`config.mk`:
```
export PLATFORM = sky130hd
export DESIGN_NAME = flash_wprot_ctrl
export DESIGN_NICKNAME = d
export VERILOG_FILES = /design/src/rtl/fwp_pkg.sv /design/src/rtl/fwp_range_chk.sv /design/src/rtl/fwp_gate.sv /design/src/rtl/fwp_regs.sv /design/src/rtl/flash_wprot_ctrl.sv
export SDC_FILE = /design/constraint.sdc
export NUM_CORES = 1
export LEC_CHECK = 0
export BUFFER_PORTS_ARGS = -buffer_cell sky130_fd_sc_hd__buf_2
export CORE_MARGIN = 5
export CORE_UTILIZATION = 43
export DETAILED_ROUTE_END_ITERATION = 10
export PLACE_DENSITY_LB_ADDON = 0.2
export SLEW_MARGIN = 15
export SYNTH_ARGS = -nofsm -noshare
export SYNTH_HDL_FRONTEND = slang
export SYNTH_SLANG_ARGS = --single-unit
```
`constraint.sdc`:
```
create_clock -name clk -period 4.4 [get_ports clk]
set_input_delay 0.22 -clock clk [delete_from_list [all_inputs] [get_ports clk]]
set_output_delay 0.22 -clock clk [all_outputs]
set_load 0.005 [all_outputs]
```
`src/rtl/fwp_pkg.sv`:
```
package fwp_pkg;
  typedef enum logic [1:0] {
    OP_WREN  = 2'b00,
    OP_REGWR = 2'b01,
    OP_PROG  = 2'b10,
    OP_ERASE = 2'b11
  } fwp_op_e;

  // Protected-range membership: size field, bottom select, offset, array log2
  function automatic logic range_hit_f(input logic [2:0] bp, input logic bottom,
                                       input logic [31:0] off, input int arr_log2);
    logic [32:0] total;
    logic [32:0] span;
    total = 33'd1 << arr_log2;
    if (bp == 3'd0) return 1'b0;
    if (bp == 3'd7) return 1'b1;
    span = 33'd1 << (arr_log2 - 7 + int'(bp));
    if (bottom) return ({1'b0, off} < span);
    return ({1'b0, off} >= (total - span));
  endfunction
endpackage

```
`src/rtl/fwp_range_chk.sv`:
```
module fwp_range_chk #(
  parameter int ADDR_W     = 24,
  parameter int ARRAY_LOG2 = 24
) (
  input  logic [2:0]        bp,
  input  logic              bottom,
  input  logic [ADDR_W-1:0] addr,
  output logic              hit
);
  localparam logic [31:0] OFF_MASK = (ARRAY_LOG2 >= 32) ? 32'hFFFF_FFFF
                                   : ((32'd1 << ARRAY_LOG2) - 32'd1);
  logic [31:0] offset;

  assign offset = 32'(addr) & OFF_MASK;
  assign hit    = fwp_pkg::range_hit_f(bp, bottom, offset, ARRAY_LOG2);
endmodule

```
`src/rtl/fwp_gate.sv`:
```
module fwp_gate (
  input  logic       cmd_valid,
  input  logic [1:0] cmd_op,
  input  logic       wel,
  input  logic       lock_bit,
  input  logic       quad_en,
  input  logic       guard_pin_n,
  input  logic       range_hit,
  output logic       lock_active,
  output logic       grant,
  output logic       deny
);
  import fwp_pkg::*;
  logic allowed;

  // quad mode repurposes the pin as a data line, so the pin lock drops out
  assign lock_active = lock_bit & ~guard_pin_n & ~quad_en;

  always_comb begin
    case (fwp_op_e'(cmd_op))
      OP_WREN:  allowed = 1'b1;
      OP_REGWR: allowed = wel & ~lock_active;
      default:  allowed = wel & ~range_hit;
    endcase
  end

  assign grant = cmd_valid & allowed;
  assign deny  = cmd_valid & ~allowed;
endmodule

```
`src/rtl/fwp_regs.sv`:
```
module fwp_regs (
  input  logic       clk,
  input  logic       rst_n,
  input  logic [1:0] cmd_op,
  input  logic       grant,
  input  logic       deny,
  input  logic       wr_lock,
  input  logic [2:0] wr_bp,
  input  logic       wr_bottom,
  input  logic       wr_quad,
  output logic       lock_q,
  output logic [2:0] bp_q,
  output logic       bottom_q,
  output logic       quad_q,
  output logic       wel_q,
  output logic       acc_q,
  output logic       rej_q
);
  import fwp_pkg::*;

  always_ff @(posedge clk or negedge rst_n) begin
    if (!rst_n) begin
      lock_q   <= 1'b0;
      bp_q     <= 3'd0;
      bottom_q <= 1'b0;
      quad_q   <= 1'b0;
      wel_q    <= 1'b0;
      acc_q    <= 1'b0;
      rej_q    <= 1'b0;
    end else begin
      acc_q <= grant;
      rej_q <= deny;
      if (grant) begin
        case (fwp_op_e'(cmd_op))
          OP_WREN: wel_q <= 1'b1;
          OP_REGWR: begin
            lock_q   <= wr_lock;
            bp_q     <= wr_bp;
            bottom_q <= wr_bottom;
            quad_q   <= wr_quad;
            wel_q    <= 1'b0;
          end
          default: wel_q <= 1'b0;
        endcase
      end else if (deny) begin
        wel_q <= 1'b0;
      end
    end
  end
endmodule

```
`src/rtl/flash_wprot_ctrl.sv`:
```
module flash_wprot_ctrl #(
  parameter int ADDR_W     = 24,
  parameter int ARRAY_LOG2 = 24
) (
  input  logic              clk,
  input  logic              rst_n,
  input  logic              guard_pin_n,
  input  logic              cmd_valid,
  input  logic [1:0]        cmd_op,
  input  logic [ADDR_W-1:0] cmd_addr,
  input  logic [7:0]        new_status,
  input  logic [7:0]        new_config,
  output logic              cmd_accept,
  output logic              cmd_reject,
  output logic              err_pulse,
  output logic [7:0]        status_q,
  output logic [7:0]        config_q
);
  logic       lock_q, bottom_q, quad_q, wel_q;
  logic [2:0] bp_q;
  logic       range_hit, lock_active, grant, deny;
  logic       acc_q, rej_q;
  logic       unused_bits;

  assign unused_bits = ^{new_status[6:5], new_status[1:0],
                         new_config[7:6], new_config[4:2], new_config[0]};

  fwp_range_chk #(.ADDR_W(ADDR_W), .ARRAY_LOG2(ARRAY_LOG2)) u_range (
    .bp(bp_q), .bottom(bottom_q), .addr(cmd_addr), .hit(range_hit));

  fwp_gate u_gate (
    .cmd_valid(cmd_valid), .cmd_op(cmd_op), .wel(wel_q), .lock_bit(lock_q),
    .quad_en(quad_q), .guard_pin_n(guard_pin_n), .range_hit(range_hit),
    .lock_active(lock_active), .grant(grant), .deny(deny));

  fwp_regs u_regs (
    .clk(clk), .rst_n(rst_n), .cmd_op(cmd_op), .grant(grant), .deny(deny),
    .wr_lock(new_status[7]), .wr_bp(new_status[4:2]),
    .wr_bottom(new_config[5]), .wr_quad(new_config[1]),
    .lock_q(lock_q), .bp_q(bp_q), .bottom_q(bottom_q), .quad_q(quad_q),
    .wel_q(wel_q), .acc_q(acc_q), .rej_q(rej_q));

  assign cmd_accept = acc_q;
  assign cmd_reject = rej_q;
  assign err_pulse  = rej_q;
  assign status_q   = {lock_q, 2'b00, bp_q, wel_q, 1'b0};
  assign config_q   = {2'b00, bottom_q, 3'b000, quad_q, 1'b0};
endmodule

```
==> results by group <==
Status
  • Status: finished, final reports clean

Global route
  • Antenna violations before repair: 0
  • Overall routing resource usage: 12.6%
  • Vias in the first global route: 900
  • First-pass GRT wire length: 3.61 mm
  • GRT overflow: 0
  • Largest net degree at the start of global routing: 15

Die
  • Row Count: 18
  • Initial Utilization: 44.5%
  • Die height: 60.4 um
  • DIE WIDTH: 60.4 um
  • CORE AREA: 2450 um2
  • Die area: 3650 um2
  • I/O pin count: 65

Clocking
  • Worst-path clk slew: 0.06 ns
  • CTS Buf Count: 3
  • CTS H-tree depth: 1
  • Root Driver: clkbuf_4
  • CTS tree: done
  • CTS max path bufs: 2
  • Clk Latency, worst-skew pair: 0.26 ns
  • CTS sink count: 9
  • Setup Buffers After CTS: 0

STA
  • Fmax achieved: 270 MHz
  • Crit share post-route: 84.3%
  • Final hold vios: 0
  • Min cycle time layout: 3.71 ns
  • Number of endpoints failing setup at the final stage: 0
  • RSZ-0062 raised after global routing: false
  • Clk_skew: 0.000953 ns
  • Final setup TNS: 0 ns
  • Slew Limit Fails: 0

Cells and area
  • Post-Layout Cell Count: 181
  • Number of diodes: 0
  • Core Util, Final: 49.9%
  • Most frequent cells in the layout: buf_2 (28), ha_1 (17), nand2_1 (12)
  • Layout area overhead: 12.1%
  • Commonest non-fill, non-tap cell in the layout: buf_2
  • Share of cells above drive strength 1: 29.1%
  • NumNets Final: 215
  • Fill cells: 248

Yosys
  • Post-synthesis mux area share: 8.25%
  • Synth Area in Simple Gates: 18.2%
  • Synth Cell Area: 1090 um2
  • XOR/XNOR Fraction of Synth Area: 1.60%
  • Yosys warns: 0
  • Post-Synth Adder-Cell Area: 19.5%
  • Seq cells post-synth: 9
  • Synth Instances: 127
  • Register area share after synthesis: 20.6%
  • Avg Cell Area, Syn: 8.60 um2
  • Synth Area in Compound Gates: 17.9%
  • Synth cell types: 37
  • Main combinational cell family by area after synthesis: adder cells

Critical path
  • Critical R2R Launch: u_regs.bp_q[0]
  • CP required: 4.55 ns
  • Endpoint class of the critical path: flip-flop
  • RR Endpoint: u_regs.rej_q
  • Setup CP Type: flip-flop to flip-flop
  • Start point of the critical path: u_regs.bp_q[0]
  • Worst-path fanout max: 13
  • Worst path arrival time: 3.85 ns
  • CP Capture Point: u_regs.rej_q
  • Worst Setup Start Kind: flip-flop
  • Worst r2r path cells: 13
  • R2r setup slk: 0.69 ns

Routing
  • Final ANT Viol Nets: 0
  • Post-Route WL: 2.19 mm
  • DR WL/cell: 12.1 um
  • Via count: 945
  • Via/cell ratio: 5.22
  • TritonRoute pass-1 iters: 5
  • DRC violations left: 0
  • Iter 0 DRT Violations: 29

Hold path
  • HP Class: primary input to flip-flop

Job
  • Max-cap violations: 0

Power and ir drop
  • Leak pwr: 0.000607 uW
  • Pwr/cell area: 479 nW/um2
  • Worst vdd ir: 0.230 mV

Placement
  • Hpwl dp: 1.86 mm
  • Number of port buffers: 28
  • GP Congestion: 0.769
  • Placed Cells: 176
cell usage after synthesis, drive strengths merged:
cell type	count	area (um2)
buf	17	123
ha	17	213
nand2	12	45.0
dfrtp	9	225
mux2	8	90.1
a21oi	6	30.0
nor2	6	22.5
inv	4	15.0
nand2b	4	25.0
o211ai	4	30.0
o21ai	4	20.0
clkbuf	3	11.3
nand3	3	15.0
or3	3	18.8
a21boi	2	15.0
a21o	2	15.0
a221oi	2	17.5
nor2b	2	12.5
nor3	2	10.0
xor2	2	17.5
a22oi	1	7.51
a311oi	1	15.0
a31o	1	8.76
a31oi	1	6.26
conb	1	3.75
nand3b	1	7.51
nand4b	1	8.76
nor3b	1	7.51
nor4b	1	8.76
o21a	1	7.51
o21bai	1	7.51
o22ai	1	6.26
o31a	1	8.76
or2	1	6.26
or4	1	11.3
final cells by class:
class	count	area, um2	share of cell area (%)
Timing Repair Buffer	32	173	14.1
Clock buffer	4	26.3	2.15
Inverter	4	15.0	1.23
Multi-Input combinational cell	102	748	61.1
Sequential cell	9	225	18.4
Tap cell	30	37.5	3.06
stage by stage:
stage / hold WS [ns] / instance area (um2) / setup WS [ns] / power [uW]
floorplan: -0.0756 / 1120 / 0.789 / 442
global placement: 0.0791 / 1190 / 0.723 / 515
detailed placement: 0.0902 / 1190 / 0.643 / 528
CTS: 0.158 / 1220 / 0.617 / 598
global route: 0.157 / 1220 / 0.317 / 658
finish: 0.165 / 1220 / 0.692 / 587
critical path: stages (launching register included):
cell	delay (ns)
dfrtp_1	0.38
nand2_1	0.12
inv_1	0.12
ha_1	0.44
or3_1	0.39
ha_1	0.30
a21boi_0	0.20
o22ai_1	0.11
a221oi_1	0.32
ha_1	0.31
a21o_1	0.16
a221oi_1	0.36
a311oi_2	0.08
o31a_1	0.30
worst min path at each step:
stage | start | end | slack (ns) | cells after the start
after floorplan | rst_n | u_regs.acc_q | -0.08 | 0
after global placement | rst_n | u_regs.wel_q | 0.08 | 1
after detailed placement | rst_n | u_regs.acc_q | 0.09 | 1
after CTS | new_status[3] | u_regs.bp_q[1] | 0.16 | 2
after global routing | new_status[3] | u_regs.bp_q[1] | 0.16 | 2
final | new_status[3] | u_regs.bp_q[1] | 0.16 | 2
timing repair:
action                                 in CTS  in global routing
resized for setup                           0                  0
endpoints found under the hold margin       9                  0
hold buffers                                1                  0
cell families after synthesis:
kind of cell / count (synthesis)
DFF: 9
buffers and inverters: 24
muxes: 8
and+or+nand+nor: 38
xor gates and xnor gates: 2
AOI/OAI and AO/OA: 28
adders and majority gates: 17
other: 1
metal layers:
metal / GRT usage [%] / vias up / share of wire (%)
met5: 0 / - / 0
met4: 0.949 / 0 / 0
met3: 3.19 / 0 / 7.3
met2: 21.5 / 27 / 47
met1: 16.8 / 433 / 45
li1: - / 485 / -
registers in the layout (all words and copies together), names as in the netlist:
register and cells:
u_regs.quad_q 1, u_regs.acc_q 1, u_regs.bottom_q 1, u_regs.bp_q 3
u_regs.rej_q 1, u_regs.wel_q 1, u_regs.lock_q 1
report_power, final:
part,switching (uW),internal [uW]
logic,219,188
registers,11.8,103
clock network,30.0,35.0
(Power assumes the default switching activity.)
